File: config.mk
export PLATFORM = sky130hd
export DESIGN_NAME = aud_serial_port
export DESIGN_NICKNAME = d
export VERILOG_FILES = /design/src/rtl/asp_pkg.sv /design/src/rtl/asp_sync_edge.sv /design/src/rtl/asp_framer.sv /design/src/rtl/asp_rx.sv /design/src/rtl/asp_tx.sv /design/src/rtl/aud_serial_port.sv
export SDC_FILE = /design/constraint.sdc
export NUM_CORES = 1
export LEC_CHECK = 0
export BUFFER_PORTS_ARGS = -buffer_cell sky130_fd_sc_hd__buf_2
export CAP_MARGIN = 30
export CORE_UTILIZATION = 28
export DETAILED_ROUTE_END_ITERATION = 8
export PLACE_DENSITY = 0.53
export SLEW_MARGIN = 20
export SYNTH_ARGS = -nofsm -noshare
export SYNTH_HDL_FRONTEND = slang
export SYNTH_SLANG_ARGS = --single-unit
File: constraint.sdc
create_clock -name clk -period 7.95 [get_ports clk]
set_input_delay 1.1925 -clock clk [delete_from_list [all_inputs] [get_ports clk]]
set_output_delay 1.1925 -clock clk [all_outputs]
set_load 0.01 [all_outputs]
File: src/rtl/asp_pkg.sv
package asp_pkg;
  localparam int WORD_W = 32;

  typedef enum logic [2:0] {
    FMT_LJ  = 3'd0,
    FMT_RJ  = 3'd1,
    FMT_I2S = 3'd2,
    FMT_DSP = 3'd3,
    FMT_TDM = 3'd4
  } fmt_e;

  typedef struct packed {
    logic       valid;
    logic       right;
    logic [4:0] bitn;
  } slot_t;

  function automatic int word_bits(logic [1:0] code);
    case (code)
      2'd0:    return 16;
      2'd1:    return 20;
      2'd2:    return 24;
      default: return 32;
    endcase
  endfunction

  // Map a frame index to the channel and bit it carries.
  function automatic slot_t slot_of(fmt_e f, logic [1:0] wl, logic [7:0] off,
                                    int idx, int half);
    int w, ls, rs;
    slot_t s;
    w = word_bits(wl);
    case (f)
      FMT_LJ:  begin ls = int'(off);   rs = half + int'(off); end
      FMT_RJ:  begin ls = half - w;    rs = 2 * half - w;     end
      FMT_I2S: begin ls = 1;           rs = half + 1;         end
      default: begin ls = int'(off);   rs = int'(off) + w;    end
    endcase
    s = '0;
    if (idx >= ls && idx < ls + w) begin
      s.valid = 1'b1;
      s.right = 1'b0;
      s.bitn  = 5'(w - 1 - (idx - ls));
    end else if (idx >= rs && idx < rs + w) begin
      s.valid = 1'b1;
      s.right = 1'b1;
      s.bitn  = 5'(w - 1 - (idx - rs));
    end
    return s;
  endfunction
endpackage

File: src/rtl/asp_sync_edge.sv
module asp_sync_edge #(
  parameter int STAGES = 2
) (
  input  logic clk,
  input  logic rst,
  input  logic bclk,
  input  logic wclk,
  input  logic din,
  output logic rise,
  output logic fall,
  output logic wclk_s,
  output logic din_s
);
  localparam int MSB = STAGES - 1;

  logic [STAGES-1:0] b_sr, w_sr, d_sr;
  logic              b_prev;

  always_ff @(posedge clk) begin
    if (rst) begin
      b_sr   <= '0;
      w_sr   <= '0;
      d_sr   <= '0;
      b_prev <= 1'b0;
    end else begin
      b_sr   <= {b_sr[STAGES-2:0], bclk};
      w_sr   <= {w_sr[STAGES-2:0], wclk};
      d_sr   <= {d_sr[STAGES-2:0], din};
      b_prev <= b_sr[MSB];
    end
  end

  assign rise   = b_sr[MSB] & ~b_prev;
  assign fall   = ~b_sr[MSB] & b_prev;
  assign wclk_s = w_sr[MSB];
  assign din_s  = d_sr[MSB];
endmodule

File: src/rtl/asp_framer.sv
module asp_framer #(
  parameter int CNT_W = 9
) (
  input  logic             clk,
  input  logic             rst,
  input  logic             rise,
  input  logic             wclk_s,
  input  logic             din_s,
  input  logic             start_on_fall,
  output logic             bit_ev,
  output logic [CNT_W-1:0] bit_idx,
  output logic             bit_start,
  output logic             bit_din,
  output logic [CNT_W-1:0] cnt,
  output logic [CNT_W:0]   flen,
  output logic [1:0]       starts
);
  logic w_prev, start;

  always_comb
    start = start_on_fall ? (w_prev & ~wclk_s) : (~w_prev & wclk_s);

  always_ff @(posedge clk) begin
    if (rst) begin
      w_prev    <= 1'b0;
      cnt       <= '0;
      flen      <= '0;
      starts    <= '0;
      bit_ev    <= 1'b0;
      bit_idx   <= '0;
      bit_start <= 1'b0;
      bit_din   <= 1'b0;
    end else begin
      bit_ev <= 1'b0;
      if (rise) begin
        w_prev <= wclk_s;
        if (start) begin
          cnt     <= '0;
          bit_idx <= '0;
          flen    <= {1'b0, cnt} + 1'b1;
          if (starts != 2'd3) starts <= starts + 2'd1;
        end else if (!(&cnt)) begin
          cnt     <= cnt + 1'b1;
          bit_idx <= cnt + 1'b1;
        end
        bit_ev    <= 1'b1;
        bit_start <= start;
        bit_din   <= din_s;
      end
    end
  end

  // each bit-clock rising edge yields a single one-cycle event
  p_one_event_r7: assert property (@(posedge clk) disable iff (rst)
    bit_ev |=> !bit_ev);
endmodule

File: src/rtl/asp_rx.sv
module asp_rx
  import asp_pkg::*;
#(
  parameter int CNT_W = 9
) (
  input  logic              clk,
  input  logic              rst,
  input  logic              bit_ev,
  input  logic [CNT_W-1:0]  bit_idx,
  input  logic              bit_start,
  input  logic              bit_din,
  input  logic [CNT_W:0]    flen,
  input  logic [1:0]        starts,
  input  fmt_e              fmt,
  input  logic [1:0]        wl,
  input  logic [7:0]        off,
  output logic [WORD_W-1:0] rx_l,
  output logic [WORD_W-1:0] rx_r,
  output logic              frame_stb
);
  slot_t             sl;
  logic [WORD_W-1:0] acc_l, acc_r, nxt_l, nxt_r;

  always_comb begin
    sl    = slot_of(fmt, wl, off, int'(bit_idx), int'(flen >> 1));
    nxt_l = bit_start ? '0 : acc_l;
    nxt_r = bit_start ? '0 : acc_r;
    if (sl.valid && !sl.right) nxt_l[sl.bitn] = bit_din;
    if (sl.valid &&  sl.right) nxt_r[sl.bitn] = bit_din;
  end

  always_ff @(posedge clk) begin
    if (rst) begin
      acc_l     <= '0;
      acc_r     <= '0;
      rx_l      <= '0;
      rx_r      <= '0;
      frame_stb <= 1'b0;
    end else begin
      frame_stb <= 1'b0;
      if (bit_ev) begin
        acc_l <= nxt_l;
        acc_r <= nxt_r;
        if (bit_start && starts == 2'd3) begin
          rx_l      <= acc_l;
          rx_r      <= acc_r;
          frame_stb <= 1'b1;
        end
      end
    end
  end

  // strobe is a single-cycle pulse
  p_stb_single_r8: assert property (@(posedge clk) disable iff (rst)
    frame_stb |=> !frame_stb);
  // receive words move only together with the strobe
  p_words_steady_r8: assert property (@(posedge clk) disable iff (rst)
    !frame_stb |-> ($stable(rx_l) && $stable(rx_r)));
endmodule

File: src/rtl/asp_tx.sv
module asp_tx
  import asp_pkg::*;
#(
  parameter int CNT_W = 9
) (
  input  logic              clk,
  input  logic              rst,
  input  logic              fall,
  input  logic [CNT_W-1:0]  cnt,
  input  logic [CNT_W:0]    flen,
  input  logic [1:0]        starts,
  input  fmt_e              fmt,
  input  logic [1:0]        wl,
  input  logic [7:0]        off,
  input  logic              hiz_en,
  input  logic [WORD_W-1:0] tx_l,
  input  logic [WORD_W-1:0] tx_r,
  output logic              dout,
  output logic              dout_oe
);
  logic [CNT_W:0]    inc, nxt;
  logic [WORD_W-1:0] hold_l, hold_r, word;
  slot_t             sl;
  logic              release_idle, armed;

  always_comb begin
    inc          = {1'b0, cnt} + 1'b1;
    nxt          = (inc == flen) ? '0 : inc;
    sl           = slot_of(fmt, wl, off, int'(nxt), int'(flen >> 1));
    if (nxt == '0) word = sl.right ? tx_r : tx_l;
    else           word = sl.right ? hold_r : hold_l;
    release_idle = hiz_en || (fmt == FMT_TDM);
    armed        = starts[1];
  end

  always_ff @(posedge clk) begin
    if (rst) begin
      hold_l  <= '0;
      hold_r  <= '0;
      dout    <= 1'b0;
      dout_oe <= 1'b0;
    end else if (fall) begin
      if (nxt == '0) begin
        hold_l <= tx_l;
        hold_r <= tx_r;
      end
      if (armed && sl.valid) begin
        dout    <= word[sl.bitn];
        dout_oe <= 1'b1;
      end else begin
        dout    <= 1'b0;
        dout_oe <= !release_idle;
      end
    end
  end

  // the line only moves right after a detected bit-clock fall
  p_dout_on_fall_r7: assert property (@(posedge clk) disable iff (rst)
    ($changed(dout) || $changed(dout_oe)) |-> $past(fall));
  // a released line carries 0
  p_idle_low_r9: assert property (@(posedge clk) disable iff (rst)
    !dout_oe |-> !dout);
endmodule

File: src/rtl/aud_serial_port.sv
module aud_serial_port
  import asp_pkg::*;
#(
  parameter int CNT_W  = 9,
  parameter int STAGES = 2
) (
  input  logic        clk,
  input  logic        rst,
  input  logic        bclk,
  input  logic        wclk,
  input  logic        din,
  output logic        dout,
  output logic        dout_oe,
  input  logic [2:0]  mode,
  input  logic [1:0]  wlen,
  input  logic [7:0]  offset,
  input  logic        wclk_pulse,
  input  logic        hiz_en,
  input  logic [31:0] tx_left,
  input  logic [31:0] tx_right,
  output logic [31:0] rx_left,
  output logic [31:0] rx_right,
  output logic        frame_stb
);
  fmt_e             fmt;
  logic             rise, fall, wclk_s, din_s, on_fall;
  logic             bit_ev, bit_start, bit_din;
  logic [CNT_W-1:0] bit_idx, cnt;
  logic [CNT_W:0]   flen;
  logic [1:0]       starts;

  assign fmt     = fmt_e'(mode);
  assign on_fall = (fmt == FMT_I2S) && !wclk_pulse;

  asp_sync_edge #(.STAGES(STAGES)) u_sync (
    .clk(clk), .rst(rst), .bclk(bclk), .wclk(wclk), .din(din),
    .rise(rise), .fall(fall), .wclk_s(wclk_s), .din_s(din_s));

  asp_framer #(.CNT_W(CNT_W)) u_framer (
    .clk(clk), .rst(rst), .rise(rise), .wclk_s(wclk_s), .din_s(din_s),
    .start_on_fall(on_fall), .bit_ev(bit_ev), .bit_idx(bit_idx),
    .bit_start(bit_start), .bit_din(bit_din), .cnt(cnt), .flen(flen),
    .starts(starts));

  asp_rx #(.CNT_W(CNT_W)) u_rx (
    .clk(clk), .rst(rst), .bit_ev(bit_ev), .bit_idx(bit_idx),
    .bit_start(bit_start), .bit_din(bit_din), .flen(flen), .starts(starts),
    .fmt(fmt), .wl(wlen), .off(offset), .rx_l(rx_left), .rx_r(rx_right),
    .frame_stb(frame_stb));

  asp_tx #(.CNT_W(CNT_W)) u_tx (
    .clk(clk), .rst(rst), .fall(fall), .cnt(cnt), .flen(flen),
    .starts(starts), .fmt(fmt), .wl(wlen), .off(offset), .hiz_en(hiz_en),
    .tx_l(tx_left), .tx_r(tx_right), .dout(dout), .dout_oe(dout_oe));
endmodule

==> results summary, run 1 <==
Counting instances, the worst hold path has a depth of 1. The final worst-path cycle share came out at 0.9335. In the layout the commonest cells are sky130_fd_sc_hd__nand2_1 (391), sky130_fd_sc_hd__a21oi_1 (252), sky130_fd_sc_hd__dfxtp_1 (227). For this run, the total global-route usage over all layers was measured as 0.1740. The initial antenna violation count is 0. The biggest cell delay along the critical path came out at between 0.4 and 0.5 ns. The net switching component of the power came out at ~910 uW. Dividing the detail-routed via count by the number of cells gives 5.098.

Counting every net in the synthesized netlist gives around 2100. The final cell count without fillers came out at roughly 2700. The I/O pin count is approximately 150.

The number of enable flip-flop cells after synthesis is 0. The number of storage elements in the synthesis netlist came out at ~230. At the end of routability-driven placement, the weighted congestion stood at between 0.9 and 1.

The number of DRC violations after detailed routing came out at 0. The floorplan step defined a die boundary enclosing ~54000 um^2. The maximum achievable frequency came out at about 130 MHz. Counting stages on the worst path, the most repeated cell is sky130_fd_sc_hd__a21o_1. In this run the most used layer during global routing was met2. The core occupancy in the finished layout came out at 0.3357. The worst pin sits at a relative slew slack of 0.3312. The slew of the pin with the lowest slew margin is 0.9988 ns. The post-synthesis average cell area came out at 7.889 um^2. The switching power share of the total came out at 0.3002. The ratio of cells with drive above 1 in the final layout came out at 0.1588.

The number of filler cells placed in the layout is between 5000 and 6000. The share of total power dissipated in the clock network is 0.413. The run finished with clean final reports. The worst setup slack for register-to-register paths came out at approximately 0.9 ns. In this run the critical register-to-register path is captured at u_tx.dout$_SDFFE_PP0P_. Including well taps, the total number of placed cells is approximately 2700.

The worst register-to-register path has a depth of 29. The first global-routing pass estimated around 75000 um of wire. Data on the critical path arrives at its endpoint at approximately 7.9 ns.

The worst hold path begins at u_sync.w_sr[0]$_SDFF_PP0_. After detailed routing, the average wire length per cell comes to 17.59 um. Summed over all cells, the static leakage comes to ~7.0 nW. The via count of the first global-routing pass is roughly 13000.

The slowest stage of the critical path belongs to the cell sky130_fd_sc_hd__a21oi_1. The starting utilization of the core area came out at 0.2844. The fraction of registers with async set/reset is 0. The clock tree from TritonCTS is done. The met3 global-route usage came out at 0.01917. The minimum hold slack is between 0.4 and 0.5 ns.

Counting the buffers created by CTS gives 27. The count of buffers added on input and output ports is 150. For this run, the number of Yosys warnings is 0. The cell area reported after detailed placement came out at around 17000 um^2. The internal cell power is roughly 2.1 mW. The part of the total power dissipated in combinational logic came out at 0.207. The worst setup path is of the in -> reg kind.

The synthesized area is approximately 15000 um^2. Along the worst path, the maximum fanout reaches 21. The count of antenna-violating nets left after detailed routing is 0. The combined area of the multi-input logic cells came out at between 9000 and 10000 um^2. From bottom edge to top edge, the die measures about 230 um. Entering global routing, the biggest net connects 82 pins. The count of endpoints failing setup in the final report came out at 0.

The count of cell types in the netlist is about 90. The met1 track demand over resource in global routing came out at 0.2208. The count of final max-slew check failures came to 0. The path with the worst hold slack has its endpoint at u_sync.w_sr[1]$_SDFF_PP0_. The via total after detailed routing came out at ~14000. The startpoint identified for the worst register-to-register timing path is u_framer.bit_idx[1]$_SDFFE_PP0P_. The top flip-flop cell by instance count after synthesis is sky130_fd_sc_hd__dfxtp_1. The largest buffer count on any clock path is 3. VDD sags by at most 171.4 uV. In this run the worst hold path is classified as reg -> reg. Summing all flip-flop and latch instances after layout gives approximately 4500 um^2. The growth of design area from synthesis to finish is 18.05%.

Once detailed placement completed, the half-perimeter wirelength came to 36670 um. The clock root buffer master is sky130_fd_sc_hd__clkbuf_16. The number of H-tree levels came out at 1. STA classifies the critical path endpoint as a register. CTS saw about 230 sinks.

The count of inserted antenna diode cells is 0. The total global routing overflow came out at 0. The wire length reported by the detailed router came out at 48310 um. For the worst-skew pair, the clock arrives at the later sink with an insertion delay of around 0.56 ns. The iteration-0 DRC count of the detailed router came out at 865. The power density over the cells came out at 170.7 nW/um^2. STA classifies the critical path startpoint as an input pin.

The clock period minus worst slack is about 7.4 ns. The cts-stage hold buffer count is 0. The floorplan step defined a core boundary enclosing between 50000 and 60000 um^2. The clock-pin slew reported for the worst setup and hold paths after clock tree synthesis is 0.06 ns. The sequential element share of the synthesized area is 0.3035. STA puts the critical path data required time at between 8 and 9 ns. The detailed-router iteration count before antenna repair is 5. The number of maximum-capacitance constraint violations came out at 0.

Synthesis produced between 1500 and 2000 cells. The final hold violation count is 0. After floorplanning, the core was divided into 84 placement rows.

Leaving out fill and tap cells, the most frequent cell in the layout is sky130_fd_sc_hd__nand2_1. The final design instance area without fill came out at about 18000 um^2. The total negative slack for setup checks is 0 ns. The sequential cell fraction of total power came out at 0.380.

The width of the die is between 200 and 250 um. The number of nets in the layout came out at roughly 2300. The fraction of met2 tracks used by global routing is 0.3086. The final worst clock skew came out at 0.01041 ns.
-- metal layers --
| layer | wire length (um) | part of all wire | up-vias |
|---|---|---|---|
| met2 | 24000 | 0.50 | 315 |
| li1 | - | - | 6977 |
| met4 | 1200 | 0.025 | 0 |
| met1 | 21310 | 0.44 | 6639 |
| met5 | 0 | 0 | - |
| met3 | 1797 | 0.037 | 74 |
-- critical path: cells and delay by family --
kind                       cells  cell delay [ns]
AOI/OAI and AO/OA             12             2.82
and+or+nand+nor               10             2.24
adders and majority gates      3             1.12
buffers and inverters          3             0.41
xor gates and xnor gates       1             0.08
-- power groups by stage --
stage	sequential, mW	combinational, mW	clock, mW
detailed placement	1.17	0.619	0
global route	1.15	0.691	1.32
global placement	1.17	0.610	0
finish	1.15	0.625	1.25
CTS	1.15	0.623	1.28
floorplan	1.17	0.427	0
-- area by class of cell --
type	instances	area share
Sequential cell	227	0.2571
Tap cell	688	0.04870
Timing Repair Buffer	222	0.07525
Clock buffer	35	0.04332
Clock inverter	14	0.007574
Multi-Input combinational cell	1495	0.5540
Inverter	66	0.01402
-- cell usage after synthesis (4+ instances only) --
library cell                instances  area (um^2)
sky130_fd_sc_hd__nand3_1           46        230.2
sky130_fd_sc_hd__a32oi_1            6        52.55
sky130_fd_sc_hd__nor4_1             9        56.30
sky130_fd_sc_hd__o211ai_1          27        202.7
sky130_fd_sc_hd__clkbuf_1          85        319.1
sky130_fd_sc_hd__xnor3_1            5        112.6
sky130_fd_sc_hd__and2_1            16        100.1
sky130_fd_sc_hd__a31oi_2            4        50.05
sky130_fd_sc_hd__o22ai_1            5        31.28
sky130_fd_sc_hd__nand2b_1          17        106.4
sky130_fd_sc_hd__dfxtp_1          227         4544
sky130_fd_sc_hd__a32o_1             6        60.06
sky130_fd_sc_hd__nor3_1            39        195.2
sky130_fd_sc_hd__buf_4              6        45.04
sky130_fd_sc_hd__mux4_2             8        180.2
sky130_fd_sc_hd__a211oi_1          20        150.1
sky130_fd_sc_hd__o21a_1            13        97.59
sky130_fd_sc_hd__mux2i_1           39        390.4
sky130_fd_sc_hd__a31oi_1            8        50.05
sky130_fd_sc_hd__a21o_1            30        225.2
sky130_fd_sc_hd__xor2_1            16        140.1
sky130_fd_sc_hd__and3_1            11        68.82
sky130_fd_sc_hd__fa_1              19        380.4
sky130_fd_sc_hd__nor2_1           104        390.4
sky130_fd_sc_hd__ha_1             129         1614
sky130_fd_sc_hd__nand2_1          393         1475
sky130_fd_sc_hd__mux2_2             6        67.56
sky130_fd_sc_hd__o21ai_0           62        310.3
sky130_fd_sc_hd__nand4_1           18        112.6
sky130_fd_sc_hd__a211o_1            5        43.79
sky130_fd_sc_hd__a221oi_1           5        43.79
sky130_fd_sc_hd__buf_2             10        50.05
sky130_fd_sc_hd__o31a_1             4        35.03
sky130_fd_sc_hd__nor3b_1            5        37.54
sky130_fd_sc_hd__a22oi_1            9        67.56
sky130_fd_sc_hd__a21oi_1          252         1261
sky130_fd_sc_hd__inv_1             64        240.2
sky130_fd_sc_hd__or3_1              7        43.79
sky130_fd_sc_hd__xnor2_1           43        376.6
sky130_fd_sc_hd__nor2b_1           24        150.1
sky130_fd_sc_hd__a221o_1            4        40.04
sky130_fd_sc_hd__a2111oi_0          4        35.03
sky130_fd_sc_hd__or2_2              7        43.79
sky130_fd_sc_hd__buf_1              6        22.52
-- cell families after synthesis --
logic type	count (synthesis)	synth area share
AOI/OAI and AO/OA	512	0.2164
buffers and inverters	176	0.04797
DFF	227	0.3035
xor gates and xnor gates	64	0.04203
adders and majority gates	148	0.1332
muxes	53	0.04262
and+or+nand+nor	718	0.2143
-- flip-flops by register name, summed over array words and instances, names as in the netlist --
| name | cells |
|---|---|
| u_tx.dout_oe | 1 |
| u_sync.d_sr | 2 |
| u_tx.hold_r | 32 |
| u_framer.bit_idx | 9 |
| u_framer.starts | 2 |
| u_tx.hold_l | 32 |
| u_rx.acc_l | 32 |
| u_sync.b_prev | 1 |
| u_rx.rx_r | 32 |
| u_rx.acc_r | 32 |
| u_tx.dout | 1 |
| u_rx.rx_l | 32 |
| u_sync.b_sr | 2 |
| u_framer.bit_ev | 1 |
| u_framer.w_prev | 1 |
| u_framer.bit_din | 1 |
| u_framer.bit_start | 1 |
| u_framer.flen | 10 |
| u_rx.frame_stb | 1 |
| u_sync.w_sr | 2 |
-- timing repair --
action                     4_1_cts  5_1_grt
setup endpoints to repair        0        1
hold endpoints to repair         0        0
resized for setup                0        5
buffers inserted                 0        1
-- how the worst max path moves through the flow --
stage,start,to,slack (ns),cells past startpoint
after global placement,mode[0],u_tx.dout$_SDFFE_PP0P_,0.05,30
final,mode[0],u_tx.dout$_SDFFE_PP0P_,0.53,29
after global routing,mode[0],u_tx.dout$_SDFFE_PP0P_,-0.03,30
after floorplan,mode[0],u_tx.dout$_SDFFE_PP0P_,0.007,32
after detailed placement,mode[0],u_tx.dout$_SDFFE_PP0P_,-0.18,30
after CTS,mode[0],u_tx.dout$_SDFFE_PP0P_,0.38,30
-- per-stage QoR --
| stage | worst slack, ns | power (mW) |
|---|---|---|
| after floorplan | 0.006759 | 1.596 |
| after global placement | 0.05284 | 1.782 |
| after detailed placement | -0.1790 | 1.790 |
| after CTS | 0.3819 | 3.052 |
| after global routing | -0.02564 | 3.156 |
| final | 0.5290 | 3.018 |
Note: power is estimated with default switching activity, not from simulation.
==> run 2, diff against run 1 <==
Settings changed: CTS_BUF_LIST set to sky130_fd_sc_hd__clkbuf_4, SYNTH_HIERARCHICAL set to 1.
==> run 2 against run 1 <==
  * Count of clock-buffer cells in the layout increased by 52
  * Sequential power about the same
  * Clock power decreased by 20%
  * Setup slack improved by 0.22 ns
  * Largest cell class unchanged
  * Via count is 24% higher
  * Area after synthesis grew 21%
  * Non-clock buffer count decreased by 15
  * First-iteration DRC count rose by 37%
  * Cell area up 15%
  * Power shrank 2.3%
  * Die area is 20% higher
  * Sequential cell count unchanged
==> results summary, run 2 <==
The I/O pin count is 151 (unchanged). The number of maximum-capacitance constraint violations came out at 0 (unchanged). In the synthesized netlist the dominant register cell turns out to be sky130_fd_sc_hd__dfxtp_1.

The starting utilization of the core area is 0.2846 (about the same). The count of endpoints failing setup in the final report is 0 (unchanged). The via count of the first global-routing pass came to 17030 (+26%). The flow ran to the end, and the final reports show no timing, DRC or antenna violations. The ratio of cells with drive above 1 in the final layout came out at 0.1572 (-0.001638). The final hold violation count is 0 (unchanged). The placement row count is 92 (+9.5%). The post-cts gate resize count is 0 (unchanged). The die area came to 65480 um^2 (+20%).

The number of setup buffers added after CTS is 0 (unchanged). The tightest min-delay check is of the reg -> reg type. The count of antenna-violating nets left after detailed routing came out at 0 (unchanged). Leaving out fill and tap cells, the most frequent cells in the layout are sky130_fd_sc_hd__nand2_1 (464), sky130_fd_sc_hd__a21oi_1 (271), sky130_fd_sc_hd__dfxtp_1 (227). The largest buffer count on any clock path is 3 (unchanged). The leakage power figure came out at 8.335 nW (+19%).

The clock root buffer master is sky130_fd_sc_hd__clkbuf_4. The worst setup path is launched from an input pin. The signal arrival time at the worst endpoint is 7.83 ns (-0.05 ns). The count of final max-slew check failures is 0 (unchanged). The maximum VDD drop came out at 61.93 uV (-64%).

The half-perimeter wire length after placement was 43170 um (+18%). The met3 global-route usage came to 0.02416 (+0.004998). The global-route wire length before repair came out at 92210 um (+23%). The final worst clock skew came out at 0.06536 ns (+0.05494 ns). Among the stages of the critical path, the cell type that occurs most often is sky130_fd_sc_hd__ha_1. The clock-pin slew reported for the worst setup and hold paths after clock tree synthesis was 0.07 ns (about the same). The synthesized area is 18050 um^2 (+21%). The total CTS buffers is 59 (+120%). The standard cell core area is 63430 um^2 (+20%). The average detailed-routed wire length per instance came out at 17.43 um (-0.88%). The slew of the pin with the lowest slew margin came out at 1.012 ns (+0.01358 ns).

The post-synthesis average cell area is 7.817 um^2 (-0.92%). The cts-stage hold buffer count is 0 (unchanged). The synthesized design spends more area on one cell type than any other, namely sky130_fd_sc_hd__dfxtp_1.

The wire length reported by the detailed router came out at 58260 um (+21%). The sequential element share of the synthesized area came out at 0.2518 (-0.05172). In the synthesized netlist, the cells that appear most often are sky130_fd_sc_hd__nand2_1 (465), sky130_fd_sc_hd__a21oi_1 (271), sky130_fd_sc_hd__dfxtp_1 (227). The number of filler cells placed in the layout is 6816 (+24%). Among cell families on the critical path, the largest total delay comes from compound AO/OA/AOI/OAI gates. The number of warnings printed during yosys synthesis came out at 6 (+6). The detailed-router iteration count before antenna repair was 5 (unchanged).

The number of DRC violations after detailed routing came out at 0 (unchanged). The most common library cell in the layout ignoring fill and taps is sky130_fd_sc_hd__nand2_1. The worst setup slack after placement came out at 0.05064 ns (+0.2296 ns). The clock period minus worst slack came out at 7.206 ns (-0.2153 ns). The number of storage elements in the synthesis netlist came to 227 (unchanged). The count of cell types in the netlist is 121 (+32%).

The largest net degree at the start of global routing is 93 (+13%). The initial antenna violation count is 4 (+4). The TritonCTS sink count came out at 227 (unchanged). The iteration-0 DRC count of the detailed router came out at 1181 (+37%).

The number of enable flip-flop cells after synthesis is 0 (unchanged). The largest individual stage delay along the critical path comes from the cell sky130_fd_sc_hd__o31ai_1. The fraction of met2 tracks used by global routing came to 0.2921 (-0.01649). The worst relative slew slack came to 0.3230 (-0.008212).

The biggest cell delay along the critical path is 0.39 ns (-0.06 ns). The met1 track demand over resource in global routing was 0.2217 (+0.0009788). The number of H-tree levels is 2 (+1). met2 is the most crowded layer. The final worst-path cycle share came out at 0.9064 (-0.02708). sky130_fd_sc_hd__nand2_1 is the most common cell in the netlist. The ratio of routed vias to standard cells was 5.199 (+2.0%). The worst setup path is captured at a register.

The total global routing overflow came to 0 (unchanged). The total negative slack for setup checks came to 0 ns (unchanged). The peak fanout along the critical path is 10 (-52%). The minimum setup slack in the final design is 0.7442 ns (+0.2153 ns). The width of the die is 255.9 um (+9.7%).

The total buffers and inverters traversed by the critical path came to 4 (+1). TritonCTS built the clock tree. The power density over the cells came out at 144.9 nW/um^2 (-15%). The port buffer count is 150 (unchanged).

Setup repair after global routing left no endpoint under its margin. The area fraction of the dominant cell type after synthesis is 0.2518 (-0.05172). The synthesized net count came to 2598 (+22%). Sorting the synthesized cells by area gives the leading types as sky130_fd_sc_hd__dfxtp_1 (25%), sky130_fd_sc_hd__ha_1 (13%), sky130_fd_sc_hd__nand2_1 (9.7%). The number of cells produced by synthesis came out at 2309 (+22%). The number of nets in the layout came out at 2743 (+21%). The maximum achievable frequency came out at 138.8 MHz (+3.0%). By startpoint and endpoint, the worst setup path is classified as in -> reg. The fraction of registers with async set/reset came out at 0 (unchanged). The global placement routability congestion is 0.9014 (-1.5%). The data required time at the worst endpoint is 8.57 ns (+0.16 ns).

The growth of design area from synthesis to finish is 12.74%. The worst-skew pair later-pin latency is 0.76 ns (+0.20 ns). The overall routing resource usage came to 0.1717 (-0.002265). The via total after detailed routing is 17380 (+24%). The die outline height was 255.9 um (+9.7%).
-- run 2: cell types whose count changed after synthesis, sizes merged, moves of 14 or more --
cell | previous run | this run
nand2 | 394 | 465
ha | 129 | 181
inv | 64 | 105
buf | 25 | 52
a21oi | 252 | 274
o211ai | 29 | 50
nand3 | 46 | 62
xor2 | 16 | 32
clkbuf | 85 | 70
nand2b | 17 | 31
-- run 2: final timing paths --
kind | depth (start not counted) | from | endpoint | slack [ns]
setup / recovery | 28 | wlen[0] | u_tx/dout$_SDFFE_PP0P_ | 0.74
hold reg to reg | 2 | u_rx/acc_r[3]$_SDFFE_PP0P_ | u_rx/rx_r[3]$_SDFFE_PP0P_ | 0.44
hold / removal | 2 | u_rx/acc_r[3]$_SDFFE_PP0P_ | u_rx/rx_r[3]$_SDFFE_PP0P_ | 0.44
setup reg to reg | 24 | u_framer/flen[4]$_SDFFE_PP0P_ | u_tx/dout$_SDFFE_PP0P_ | 1.15
-- run 2: kinds of logic after synthesis --
kind of cell	synth area share
simple gates	0.2365
compound gates	0.2316
buf+inv	0.06163
flops	0.2518
fa+ha+maj	0.1521
xor+xnor	0.03861
mux	0.02773
-- run 2: power breakdown --
part | switching (mW) | internal, mW | total [mW]
clock | 0.504 | 0.500 | 1.00
sequential | 0.00776 | 1.14 | 1.15
combinational | 0.494 | 0.298 | 0.792
total | 1.01 | 1.94 | 2.95
-- run 2: per-layer routing --
layer | up-vias | part of all wire
li1 | 8541 | -
met1 | 8248 | 0.45
met2 | 485 | 0.47
met3 | 101 | 0.045
met4 | 0 | 0.029
met5 | - | 0
-- run 2: cell type report --
class | instances | area [um^2] | share of cell area
clock inverter | 14 | 76.32 | 0.003751
multi-input combinational | 1853 | 12410 | 0.6101
clock buffer | 87 | 653.1 | 0.03210
antenna | 2 | 5.005 | 0.0002460
timing repair buffer | 207 | 1199 | 0.05891
tap | 846 | 1059 | 0.05202
inverter | 106 | 397.9 | 0.01955
sequential | 227 | 4544 | 0.2233
-- run 2: through the flow --
step | instances | total power, mW | cell area, um^2 | util | hold WS, ns
6_report | 3342 | 2.948 | 20350 | 0.3208 | 0.4443
5_1_grt | 3342 | 3.134 | 20350 | 0.3208 | 0.4561
4_1_cts | 3337 | 2.987 | 20320 | 0.3204 | 0.4391
3_5_place_dp | 3236 | 1.959 | 19590 | 0.3089 | 0.4384
3_3_place_gp | 3236 | 1.948 | 19590 | 0.3089 | 0.4409
2_1_floorplan | 2309 | 1.743 | 18050 | - | 0.4138
-- run 2: tightest hold or removal path, delay by kind of cell, from the launching register on --
| family | cells | cell delay, ns |
|---|---|---|
| compound gates | 1 | 0.05 |
| simple gates | 1 | 0.05 |
| flops | 1 | 0.31 |
